$ cat src/rtl/otp_seq_pkg.sv
package otp_seq_pkg;
  typedef enum logic [3:0] {
    S_IDLE, S_PRERD, S_SETUP, S_PULSE, S_HOLD, S_GAP, S_VERIFY, S_NEXT, S_CHK
  } seq_state_t;

  localparam logic [1:0] VCC_IDLE = 2'b00;
  localparam logic [1:0] VCC_PROG = 2'b01;
  localparam logic [1:0] VCC_CHKH = 2'b10;
  localparam logic [1:0] VCC_CHKL = 2'b11;

  function automatic int imax(int a, int b);
    return (a > b) ? a : b;
  endfunction
endpackage

$ cat src/rtl/otp_seq_timer.sv
module otp_seq_timer #(
  parameter int TW = 8
) (
  input  logic          clk,
  input  logic          rst_n,
  input  logic          load,
  input  logic [TW-1:0] load_val,
  output logic          expired
);
  logic [TW-1:0] cnt;

  always_ff @(posedge clk or negedge rst_n) begin
    if (!rst_n)          cnt <= '0;
    else if (load)       cnt <= load_val;
    else if (cnt != '0)  cnt <= cnt - TW'(1);
  end

  assign expired = (cnt == '0);
endmodule

$ cat src/rtl/otp_word_cmp.sv
module otp_word_cmp #(
  parameter int DW = 16
) (
  input  logic [DW-1:0] cur,
  input  logic [DW-1:0] tgt,
  output logic          match,
  output logic          blocked
);
  // a 1 in the target over a 0 in the cell cannot be written
  function automatic logic needs_set(logic [DW-1:0] c, logic [DW-1:0] t);
    return |(~c & t);
  endfunction

  assign match   = (cur == tgt);
  assign blocked = needs_set(cur, tgt);
endmodule

$ cat src/rtl/otp_addr_gen.sv
module otp_addr_gen #(
  parameter int AW = 16
) (
  input  logic [AW-1:0] base,
  input  logic [AW:0]   count,
  input  logic [AW-1:0] idx,
  output logic [AW-1:0] addr,
  output logic          last
);
  function automatic logic [AW-1:0] wrap_add(logic [AW-1:0] b, logic [AW-1:0] i);
    return b + i;
  endfunction

  assign addr = wrap_add(base, idx);
  assign last = ({1'b0, idx} == (count - (AW+1)'(1)));
endmodule

$ cat src/rtl/otp_burn_seq.sv
module otp_burn_seq
  import otp_seq_pkg::*;
#(
  parameter int AW         = 16,
  parameter int DW         = 16,
  parameter int CYC_PER_US = 50,
  parameter int PW_US      = 100,
  parameter int SU_US      = 2,
  parameter int HD_US      = 2,
  parameter int GP_US      = 2,
  parameter int RD_US      = 1,
  parameter int MAX_PULSES = 25
) (
  input  logic          clk,
  input  logic          rst_n,
  input  logic          req_valid,
  output logic          req_ready,
  input  logic [AW-1:0] req_base,
  input  logic [AW:0]   req_count,
  output logic [AW-1:0] src_idx,
  input  logic [DW-1:0] src_data,
  output logic [AW-1:0] mem_addr,
  output logic [DW-1:0] mem_wdata,
  output logic          mem_wdrive,
  input  logic [DW-1:0] mem_rdata,
  output logic          mem_ce_n,
  output logic          mem_oe_n,
  output logic          mem_pgm_n,
  output logic          vpp_en,
  output logic [1:0]    vcc_mode,
  output logic          busy,
  output logic          done,
  output logic          fail,
  output logic [AW-1:0] fail_addr
);
  localparam int LONGEST = imax(imax(PW_US, SU_US), imax(imax(HD_US, GP_US), RD_US)) * CYC_PER_US;
  localparam int TW      = $clog2(LONGEST + 1);
  localparam int PCW     = $clog2(MAX_PULSES + 1);

  function automatic logic [TW-1:0] dur_cyc(seq_state_t s);
    case (s)
      S_PRERD, S_VERIFY, S_CHK: return TW'(RD_US * CYC_PER_US);
      S_SETUP:                  return TW'(SU_US * CYC_PER_US);
      S_PULSE:                  return TW'(PW_US * CYC_PER_US);
      S_HOLD:                   return TW'(HD_US * CYC_PER_US);
      S_GAP:                    return TW'(GP_US * CYC_PER_US);
      default:                  return TW'(1);
    endcase
  endfunction

  seq_state_t    st, nxt;
  logic [AW-1:0] base_q, idx_q, fail_addr_q;
  logic [AW:0]   cnt_q;
  logic [PCW-1:0] pulses_q;
  logic          pass_q, done_q, fail_q;

  // named events for assertions and readability
  logic t_exp, w_match, w_blocked, w_last;
  logic ev_accept, ev_fail, ev_ok, ev_chk_step, ld;
  logic [TW-1:0] ld_val;

  otp_seq_timer #(.TW(TW)) u_tmr (
    .clk(clk), .rst_n(rst_n), .load(ld), .load_val(ld_val), .expired(t_exp)
  );

  otp_word_cmp #(.DW(DW)) u_cmp (
    .cur(mem_rdata), .tgt(src_data), .match(w_match), .blocked(w_blocked)
  );

  otp_addr_gen #(.AW(AW)) u_addr (
    .base(base_q), .count(cnt_q), .idx(idx_q), .addr(mem_addr), .last(w_last)
  );

  assign ev_accept   = (st == S_IDLE) && req_valid;
  assign ev_fail     = t_exp && (((st == S_PRERD) && w_blocked) ||
                                 ((st == S_VERIFY) && !w_match && (pulses_q == PCW'(MAX_PULSES))) ||
                                 ((st == S_CHK) && !w_match));
  assign ev_ok       = t_exp && (st == S_CHK) && w_match && w_last && pass_q;
  assign ev_chk_step = t_exp && (st == S_CHK) && w_match && !(w_last && pass_q);

  always_comb begin
    nxt = st;
    case (st)
      S_IDLE:   if (req_valid && (req_count != '0)) nxt = S_PRERD;
      S_PRERD:  if (t_exp) nxt = w_blocked ? S_IDLE : (w_match ? S_NEXT : S_SETUP);
      S_SETUP:  if (t_exp) nxt = S_PULSE;
      S_PULSE:  if (t_exp) nxt = S_HOLD;
      S_HOLD:   if (t_exp) nxt = S_GAP;
      S_GAP:    if (t_exp) nxt = S_VERIFY;
      S_VERIFY: if (t_exp) nxt = w_match ? S_NEXT :
                                 ((pulses_q == PCW'(MAX_PULSES)) ? S_IDLE : S_SETUP);
      S_NEXT:   nxt = w_last ? S_CHK : S_PRERD;
      S_CHK:    if (ev_fail || ev_ok) nxt = S_IDLE;
      default:  nxt = S_IDLE;
    endcase
    ld     = (nxt != st) || ev_chk_step;
    ld_val = dur_cyc(nxt) - TW'(1);
  end

  always_ff @(posedge clk or negedge rst_n) begin
    if (!rst_n) begin
      st          <= S_IDLE;
      base_q      <= '0;
      cnt_q       <= '0;
      idx_q       <= '0;
      pulses_q    <= '0;
      pass_q      <= 1'b0;
      done_q      <= 1'b0;
      fail_q      <= 1'b0;
      fail_addr_q <= '0;
    end else begin
      st <= nxt;
      if (ev_accept) begin
        base_q <= req_base;
        cnt_q  <= req_count;
        idx_q  <= '0;
        pass_q <= 1'b0;
        done_q <= (req_count == '0);
        fail_q <= 1'b0;
      end
      if (st == S_PRERD) pulses_q <= '0;
      if ((st == S_SETUP) && t_exp) pulses_q <= pulses_q + PCW'(1);
      if (st == S_NEXT) idx_q <= w_last ? '0 : idx_q + AW'(1);
      if (ev_chk_step) begin
        if (w_last) begin
          idx_q  <= '0;
          pass_q <= 1'b1;
        end else begin
          idx_q <= idx_q + AW'(1);
        end
      end
      if (ev_fail) begin
        fail_q      <= 1'b1;
        fail_addr_q <= mem_addr;
      end
      if (ev_ok) done_q <= 1'b1;
    end
  end

  assign req_ready  = (st == S_IDLE);
  assign busy       = (st != S_IDLE);
  assign src_idx    = idx_q;
  assign mem_wdata  = src_data;
  assign mem_wdrive = (st == S_SETUP) || (st == S_PULSE) || (st == S_HOLD);
  assign mem_ce_n   = (st == S_IDLE);
  assign mem_oe_n   = !((st == S_PRERD) || (st == S_VERIFY) || (st == S_CHK));
  assign mem_pgm_n  = (st != S_PULSE);
  assign vpp_en     = (st != S_IDLE) && (st != S_CHK);
  assign vcc_mode   = (st == S_IDLE) ? VCC_IDLE :
                      (st == S_CHK)  ? (pass_q ? VCC_CHKL : VCC_CHKH) : VCC_PROG;
  assign done       = done_q;
  assign fail       = fail_q;
  assign fail_addr  = fail_addr_q;
endmodule

$ cat config.mk
export PLATFORM = sky130hd
export DESIGN_NAME = otp_burn_seq
export DESIGN_NICKNAME = d
export VERILOG_FILES = /design/src/rtl/otp_seq_pkg.sv /design/src/rtl/otp_seq_timer.sv /design/src/rtl/otp_word_cmp.sv /design/src/rtl/otp_addr_gen.sv /design/src/rtl/otp_burn_seq.sv
export SDC_FILE = /design/constraint.sdc
export NUM_CORES = 1
export LEC_CHECK = 0
export ABC_AREA = 0
export BUFFER_PORTS_ARGS = -buffer_cell sky130_fd_sc_hd__buf_2
export CAP_MARGIN = 40
export CORE_MARGIN = 5
export CORE_UTILIZATION = 45
export CTS_CLUSTER_SIZE = 24
export DETAILED_ROUTE_END_ITERATION = 12
export PLACE_DENSITY = 0.74
export RECOVER_POWER = 25
export SLEW_MARGIN = 25
export SYNTH_ARGS = -nofsm -noshare
export SYNTH_HDL_FRONTEND = slang
export SYNTH_SLANG_ARGS = --single-unit
export TNS_END_PERCENT = 5
$ cat constraint.sdc
create_clock -name clk -period 6.31 [get_ports clk]
set_clock_uncertainty 0.1 [all_clocks]
set_input_delay 1.262 -clock clk [delete_from_list [all_inputs] [get_ports clk]]
set_output_delay 1.262 -clock clk [all_outputs]
set_load 0.02 [all_outputs]
Yosys cells after proc, flatten, opt, wreduce, memory -nomap -nowiden --
Index checks and enable logic that the tools add are counted.
Operators by class: add/sub/neg operators 6, equal/unequal tests 21, mux-type cells 33, bitwise gates (word level) 2, reductions and logical operators 40
Operator list (count):
- $mux W16 | 4
- $pmux W13 S3 | 1
- $mux W4 | 9
- $pmux W4 S9 | 1
- $eq A4 B3 Y1 const B | 7
- $mux W13 | 2
- $sub A13 B1 Y13 const B | 2
- $eq A16 B17 Y1 | 1
- $logic_not A17 Y1 | 1
- $reduce_bool A17 Y1 | 1
- $sub A17 B1 Y17 const B | 1
- $add A16 B1 Y16 const B | 1
- $add A16 B16 Y16 | 1
- $and A16 B16 Y16 | 1
- $eq A16 B16 Y1 | 1
- $eq A4 B2 Y1 const B | 4
- $not A16 Y16 | 1
- $reduce_or A16 Y1 | 1
- $logic_and A1 B1 Y1 | 15
- $logic_not A13 Y1 | 1
- $reduce_bool A13 Y1 | 1
- $mux W5 | 2
- $mux W3 | 3
- $eq A4 B1 Y1 const B | 2
- other kinds (15) | 38
Storage, ports and cells: register bits 90

Logic depth before layout (Yosys ltp) --
Gate-level depths: netlist of run 1.
depth in word-level cells 15, gate-level depth with buffers 23, mapped depth without buffers 20

By module --
Synthesis of run 1 repeated with hierarchy kept, for this count alone.
Unflattened totals: cells, all modules 715, area total of the unflattened synthesis 6231.0 µm²
Modules (own cells, without submodules):
- otp_burn_seq | instances 1, cells each 414, area each 3856.2 µm², seq. area each 1926.8 µm²
- otp_addr_gen | instances 1, cells each 177, area each 1278.7 µm², seq. area each 0.0 µm²
- otp_seq_timer | instances 1, cells each 82, area each 767.0 µm², seq. area each 325.3 µm²
- otp_word_cmp | instances 1, cells each 42, area each 329.1 µm², seq. area each 0.0 µm²

Worst setup path after synthesis of run 1 --
No wires, ideal clock.
path kind input-to-reg, from input port mem_rdata[2], to register u_tmr.cnt[12], arrival 4.801 ns, slack 1.269 ns, stages on the path 21, path through inv_1 ha_1 nand4_1 or4_1 nor4_1 a211o_1 mux2i_1 o21a_1 a2111o_1 nand2b_4 buf_6 buf_6 o21ai_1 ha_1 nand3_1 nor3_1 nand2_1 nand2_1 o31ai_1 mux2i_1 o211ai_1
Between the ends: cells in the longest elaborated chain, start to end 15
RTL lines:
- from (decl) | line otp_burn_seq.sv:25 | input logic [DW-1:0] mem_rdata,
- $eq A16 B16 Y1 or $not A16 Y16 (tied branches) | line otp_word_cmp.sv:14, otp_word_cmp.sv:11
- $logic_not A1 Y1 or $and A16 B16 Y16 (tied branches) | line otp_burn_seq.sv:76, otp_burn_seq.sv:77, otp_word_cmp.sv:11
- $logic_and A1 B1 Y1 or $reduce_or A16 Y1 (tied branches) | line otp_burn_seq.sv:76, otp_word_cmp.sv:11
- $logic_and A1 B1 Y1 (on tied branches) | line otp_burn_seq.sv:76, otp_burn_seq.sv:75
- $logic_or A1 B1 Y1 | line otp_burn_seq.sv:75 | assign ev_fail = t_exp && (((st == S_PRERD) && w_blocked) ||
- $logic_or A1 B1 Y1 | line otp_burn_seq.sv:76 | ((st == S_VERIFY) && !w_match && (pulses_q == PCW'(MAX_PULSES))) ||
- $logic_and A1 B1 Y1 | line otp_burn_seq.sv:75
- $logic_or A1 B1 Y1 | line otp_burn_seq.sv:93 | S_CHK: if (ev_fail || ev_ok) nxt = S_IDLE;
- $mux W4 | line otp_burn_seq.sv:93
- $pmux W4 S9 | line otp_burn_seq.sv:83 | case (st)
- $eq A4 B3 Y1, or another cell as far along | line otp_burn_seq.sv:41 | case (s)
- $reduce_or A3 Y1 (on tied branches)
- $pmux W13 S3 | line otp_burn_seq.sv:41
- $sub A13 B1 Y13 | line otp_burn_seq.sv:97 | ld_val = dur_cyc(nxt) - TW'(1);
- $mux W13 | line otp_seq_timer.sv:14 | else if (load) cnt <= load_val;
- to (signal assigned) | line otp_seq_timer.sv:14
- to (signal assigned) | line otp_seq_timer.sv:15 | else if (cnt != '0) cnt <= cnt - TW'(1);
- to (decl) | line otp_seq_timer.sv:10 | logic [TW-1:0] cnt;
Parallel ways exist; a longest one is shown, timed or not. A chain may end at the register's enable or synchronous reset.

Final worst setup path of run 1 --
from register cnt_q[2], to register u_tmr.cnt[12]
Between the ends: cells in the longest elaborated chain, start to end 12
RTL lines:
- from (decl) | line otp_burn_seq.sv:53 | logic [AW:0] cnt_q;
- from (signal assigned) | line otp_burn_seq.sv:115 | cnt_q <= req_count;
- $sub A17 B1 Y17 (*) | line otp_addr_gen.sv:15 | assign last = ({1'b0, idx} == (count - (AW+1)'(1)));
- $eq A16 B17 Y1 (*) | line otp_addr_gen.sv:15
- $logic_and A1 B1 Y1 (2 in series) | line otp_burn_seq.sv:78 | assign ev_ok = t_exp && (st == S_CHK) && w_match && w_last && pass_q;
- $logic_or A1 B1 Y1 | line otp_burn_seq.sv:93
- $mux W4 | line otp_burn_seq.sv:93
- $pmux W4 S9 | line otp_burn_seq.sv:83
- $eq A4 B3 Y1, or another cell as far along | line otp_burn_seq.sv:41
- $reduce_or A3 Y1 (on tied branches)
- $pmux W13 S3 | line otp_burn_seq.sv:41
- $sub A13 B1 Y13 | line otp_burn_seq.sv:97
- $mux W13 | line otp_seq_timer.sv:14
Mark *: on every way between the ends. The rest lies on a longest branch, timed or not.

==> run metrics, run 1 <==
status finished with violations; failing checks max-capacitance violations, max-slew violations; worst slew pin tran 2.40 ns; Synth Instances 685; post-CTS resize count 0; Die Ht 128 um; total power 2.76 mW; via count 5535; die area 0.0163 sq mm; Hold Path End fail_addr[0]; final worst-path cycle share 85.0%; Pre-antenna DRT Iters 5; share of layout cells above drive strength 1 28.1%; CP Launch Type register; worst skew pair latency 0.34 ns; final hold vios 0; nets 904; clock sink count 90; largest net degree at the start of global routing 49; Synth Flop Type dfrtp_1; endpoint type of the worst setup path register; WP data required 6.42 ns; final core utilization 52.7%; Area Overhead vs Synth 16.2%; gr ovfl total 0; R2R depth 18; GRT Total Usage 19.6%; worst r2r src cnt_q[2]; CTS Buf Count 9; synth warn 0; Core ar. 0.0137 sq mm; I/O pins 143; count of cell types in the netlist 66; final slew viol count 44; worst hold path stage count 2; Post-route DRC 0; routability cong. 0.886; P_leak 3.52 nW; die width 128 um; Final ANT Viol Nets 0; crit-path max FO 22; clock slew seen by the registers of the worst setup and hold paths 0.07 ns; post-DR wirelength/cell 16.2 um; count leader, synth dfrtp_1; Hold WS 0.373 ns; WL final 15900 um; hold crit path type register to register; CTS Hold Bufs 0; Post CTS Setup Buffer Count 0; Seq cells post-synth 90; Root Buffer clkbuf_16; Max Cap Violations 1; H-Tree Depth 3; syn_nets 790; std cell rows 43; sequential area share after synthesis 36.2%; syn avg cell area 9.08 sq um; drt first-iter violations 560; initial core utilization 45.4%; ranking of synthesized cells by area dfrtp_1, mux2_2, ha_1, o21ai_0, xnor2_1; Async SR Flop Fraction 100%; Critical Setup Path Class register to register; area leader, netlist dfrtp_1; Worst VDD drop 0.232 mV; Tmin final 5.36 ns; DPL Wire Length 12100 um; P per Cell Area 381 mW/mm^2; Hold Crit Start fail_addr[0]; crit path DAT 5.47 ns; first-pass GRT wire length 26100 um; # diodes 0; r2r endpoint u_tmr.cnt[12]; # setup viols final 0; detailed-route vias per instance 5.63; Post-synth top cells dfrtp_1, o21ai_0, mux2_2, nor2_1, nand2_1; Cell Area, Synth 0.00622 sq mm; setup TNS 0 ns; worst slack, placed 0.891 ns; Post-synth EDFFs 0; CTS tree done; vias in the first global route 5274; Slew Limit Headroom -60.0%; initial antenna violation count 0; Max Clk Rate 0.186 GHz; share of the synthesized area in the top cell type 36.2%; RSZ-0062 raised after global routing no; Worst R2R Setup Slack 0.95 ns; deepest clock path buffer count 2; I/O Buffers 142; final worst slack 0.947 ns
[registers in the layout (all words and copies together) (netlist names)]
name and count:
fail_addr 16, src_idx 16, pass_q 1, st 4
u_tmr.cnt 13, done 1, base_q 16, pulses_q 5
fail 1, cnt_q 17
[through the flow]
stage                     cells  instance area [sq um]
after CTS                   982                   7220
after global placement      965                   6930
after floorplan             685                   6220
final                       984                   7230
after detailed placement    966                   6940
after global routing        984                   7230
[placed cells by master (no fill, tap or decap), types with 15 or more instances in the layout]
cell type  count
buf_2        139
dfrtp_1       90
o21ai_0       57
nor2_1        48
mux2_2        48
nand2_1       45
inv_1         42
ha_1          36
nand3_1       30
a21oi_1       30
xnor2_1       23
xor2_1        16
and3_1        15
nor3_1        15
nor4_1        15
[metal layers]
layer / up-vias / track usage [%] / part of all wire [%]
met4: 0 / 4.81 / 1.6
li1: 2680 / - / -
met2: 184 / 32.9 / 49
met3: 23 / 4.14 / 7.0
met5: - / 0 / 0
met1: 2648 / 25.8 / 43
[logic make-up after synthesis]
group | synth area share [%]
multiplexers | 9.81
flip-flops | 36.2
buffers and inverters | 6.74
AND/OR/NAND/NOR | 18.6
adder cells (fa/ha/maj) | 7.56
AO/OA/AOI/OAI | 15.2
XOR/XNOR | 5.85
[power breakdown]
group          switching [mW]  leakage [nW]  internal (mW)
logic                   0.725          2.22          0.554
registers               0.196          1.16          0.761
clock network           0.238         0.143          0.282
[layout make-up]
class | count | area [sq um]
Multi-Input combinational cell | 507 | 3550
Timing Repair Buffer | 149 | 754
Sequential cell | 90 | 2250
Clock buffer | 10 | 239
Tap cell | 180 | 225
Inverter | 42 | 158
Clock inverter | 6 | 48.8
Fill cell | 1291 | 6490
[worst max-delay path by stage]
stage	end	cells after the start	slack, ns	from
floorplan	u_tmr.cnt[12]	21	1.27	mem_rdata[2]
global placement	u_tmr.cnt[12]	19	1.01	src_data[7]
detailed placement	u_tmr.cnt[12]	19	0.89	src_data[2]
CTS	u_tmr.cnt[12]	18	1.03	cnt_q[2]
global route	u_tmr.cnt[12]	18	0.52	cnt_q[2]
finish	u_tmr.cnt[12]	18	0.95	cnt_q[2]
[critical path: stages, from the launching register on]
cell and delay, ns:
dfrtp_1 0.47, or4_1 0.68, or4_4 0.57, or3_1 0.32, a211oi_1 0.25, o2bb2ai_1 0.21
o31ai_1 0.64, nand2_1 0.25, nand2b_4 0.28, nand3_1 0.11, o21ai_1 0.12, ha_1 0.25
nand3_1 0.13, nor3_1 0.26, nand2_1 0.18, nand2_1 0.10, o31ai_1 0.06, mux2i_1 0.14
o211ai_1 0.10
No activity file was read; power rests on OpenSTA's default activity.
==> inputs of run 2 (changes only) <==
--- a/config.mk
+++ b/config.mk
@@ -12,7 +12,7 @@
 export CORE_UTILIZATION = 45
 export CTS_CLUSTER_SIZE = 24
 export DETAILED_ROUTE_END_ITERATION = 12
-export PLACE_DENSITY = 0.74
+export PLACE_DENSITY = 0.76
 export RECOVER_POWER = 25
 export SLEW_MARGIN = 25
 export SYNTH_ARGS = -nofsm -noshare
==> constraint.sdc (replaced) <==
create_clock -name clk -period 4.32 [get_ports clk]
set_clock_uncertainty 0.1 [all_clocks]
set_input_delay 0.864 -clock clk [delete_from_list [all_inputs] [get_ports clk]]
set_output_delay 0.864 -clock clk [all_outputs]
set_load 0.02 [all_outputs]
==> run 2 against run 1 <==
Compared with the run above: core utilization increased by 3.3 points; die area stayed put; first-iteration DRC count is 41% lower; setup slack worse by 0.96 ns; routed wire length increased by 2.6%; non-clock buffer count up 53; largest cell class unchanged; sequential cell count is the same; critical path depth decreased by 2; the run ends with max-capacitance violations, max-slew violations, negative setup slack left; global-route usage is 0.85 points higher; fmax is 24% higher; combinational power is 71% higher.
==> run metrics, run 2 (same netlist as run 1, synthesis figures left out) <==
Worst R2R Setup Slack -0.01 ns (-0.96 ns); clock slew seen by the registers of the worst setup and hold paths 0.06 ns (about the same); gr ovfl total 0 (unchanged); Final ANT Viol Nets 0 (unchanged); WP data required 4.44 ns (-1.98 ns); I/O Buffers 142 (unchanged); P per Cell Area 558 mW/mm^2 (+46%); post-DR wirelength/cell 15.8 um (-2.5%); first-pass GRT wire length 27000 um (+3.7%); final hold vios 0 (unchanged); Hold Crit Start fail; worst slew pin tran 2.47 ns (+0.0732 ns); largest reg by FF count cnt_q; Tmin final 4.33 ns (-1.03 ns); share of layout cells above drive strength 1 34.0% (+5.9 points); Reg area 0.00225 sq mm (unchanged); deepest clock path buffer count 2 (unchanged); Area Overhead vs Synth 23.5%; detailed-route vias per instance 5.47 (-2.8%); Flop pwr share 30.7% (-4.0 points); Sw Share 40.4% (-1.6 points); via count 5664 (+2.3%); most frequent cells in the layout buf_2, dfrtp_1, buf_4, o21ai_0, mux2_2; worst skew pair latency 0.35 ns (about the same); most common cell after layout, fill and taps aside buf_2; crit-path max FO 6 (-73%); total power 4.29 mW (+56%); Post CTS Setup Buffer Count 0 (unchanged); nets 957 (+5.9%); drt first-iter violations 329 (-41%); Max Clk Rate 0.231 GHz (+24%); worst r2r src cnt_q[10]; CTS Buf Count 9 (unchanged); hold crit path type register to register; RSZ-0062 raised after global routing yes; combinational fraction of design power 51.0% (+4.6 points); P_leak 3.79 nW (+7.8%); max reg flops 17 (unchanged); clock network power share 18.3% (-0.6 points); WL final 16400 um (+2.6%); Pre-antenna DRT Iters 5 (unchanged); die width 128 um (unchanged); Post-route DRC 0 (unchanged); Max Cap Violations 1 (unchanged); CTS Hold Bufs 0 (unchanged); # diodes 0 (unchanged); H-Tree Depth 3 (unchanged); Slew Limit Headroom -64.9% (-4.9 points); vias in the first global route 5521 (+4.7%); initial antenna violation count 0 (unchanged); CTS tree done; final slew viol count 46 (+4.5%); # setup viols final 2 (+2); largest net degree at the start of global routing 46 (-6.1%); endpoint type of the worst setup path register; Die Ht 128 um (unchanged); Core ar. 0.0137 sq mm (unchanged); final worst slack -0.0106 ns (-0.957 ns); I/O pins 143 (unchanged); CP Launch Type register; Critical path origin cnt_q[10]; initial core utilization 45.4% (unchanged); R2R depth 16 (-2); DPL Wire Length 12800 um (+5.5%); Internal 2.55 mW (+60%); Hold WS 0.371 ns (-0.00148 ns); crit path DAT 4.45 ns (-1.02 ns); Critical Setup Path Class register to register; die area 0.0163 sq mm (unchanged); GRT Total Usage 20.4% (+0.85 points); clock sink count 90 (unchanged); status finished with violations; std cell rows 43 (unchanged); P_sw 1.73 mW (+50%); Hold Path End fail; routability cong. 0.932 (+5.2%); # fillers 1267 (-1.9%); area of the multi-input gates 0.00360 sq mm (+1.4%); r2r endpoint u_tmr.cnt[4]; Worst VDD drop 0.270 mV (+16%); final worst-path cycle share 100% (+15 points); failing checks max-capacitance violations, max-slew violations, negative setup slack; worst hold path stage count 2 (unchanged); Root Buffer clkbuf_16
[run 2: area by class of cell]
cell class	instances	share of cell area [%]
flip-flops and latches	90	29.3
clock inverters	5	0.716
well taps	180	2.93
clock buffers	10	3.11
inverters	42	2.05
multi-input cells	507	46.8
repair buffers	202	15.1
[run 2: timing repair]
action,CTS,global route
endpoints found under the setup margin,3,7
gates resized for setup,2,5
pin swaps,1,1
endpoints found under the hold margin,0,0
[run 2: worst max path at each step]
stage	cells past startpoint	slack, ns	endpoint
after floorplan	20	-0.25	u_tmr.cnt[12]
after global placement	19	-0.16	u_tmr.cnt[12]
after detailed placement	19	-0.22	u_tmr.cnt[12]
after CTS	17	0.002	u_tmr.cnt[12]
after global routing	18	-0.24	u_tmr.cnt[12]
final	16	-0.01	u_tmr.cnt[4]
[run 2: metal layers]
layer,vias up,global-route usage [%],part of all wire (%)
met3,21,4.89,5.4
met2,169,33.7,48
met1,2685,27.5,45
met4,0,4.24,1.3
li1,2789,-,-
met5,-,0,0
[run 2: power groups by stage]
| stage | sequential, mW | combinational (mW) | clock [mW] |
|---|---|---|---|
| floorplan | 1.35 | 1.43 | 0 |
| global placement | 1.31 | 2.13 | 0 |
| detailed placement | 1.32 | 2.18 | 0 |
| CTS | 1.31 | 2.19 | 0.807 |
| global route | 1.35 | 2.42 | 0.844 |
| finish | 1.32 | 2.19 | 0.783 |
[run 2: metrics by stage]
| stage | instance area (sq um) | setup TNS, ns | cells | utilization [%] | worst slack (ns) |
|---|---|---|---|---|---|
| finish | 7690 | -0.0132 | 1036 | 56.0 | -0.0106 |
| global route | 7690 | -0.848 | 1036 | 56.0 | -0.240 |
| CTS | 7690 | 0 | 1036 | 56.1 | 0.00230 |
| detailed placement | 7390 | -0.637 | 1021 | 53.9 | -0.222 |
| global placement | 7370 | -0.404 | 1020 | 53.7 | -0.158 |
| floorplan | 6250 | -0.452 | 685 | - | -0.250 |
[run 2: worst max-delay path, stage by stage, from the launching register on]
cell and delay [ns]:
dfrtp_1 0.39, or4_4 0.56, or4_4 0.53, or3_1 0.37
a211oi_2 0.20, o2bb2ai_2 0.12, o31a_1 0.34, a2111o_1 0.31
nand2b_4 0.19, mux2i_1 0.16, ha_2 0.20, buf_4 0.11
nand2b_1 0.10, a21oi_1 0.14, o22ai_1 0.09, o21ai_0 0.18
o31ai_1 0.11
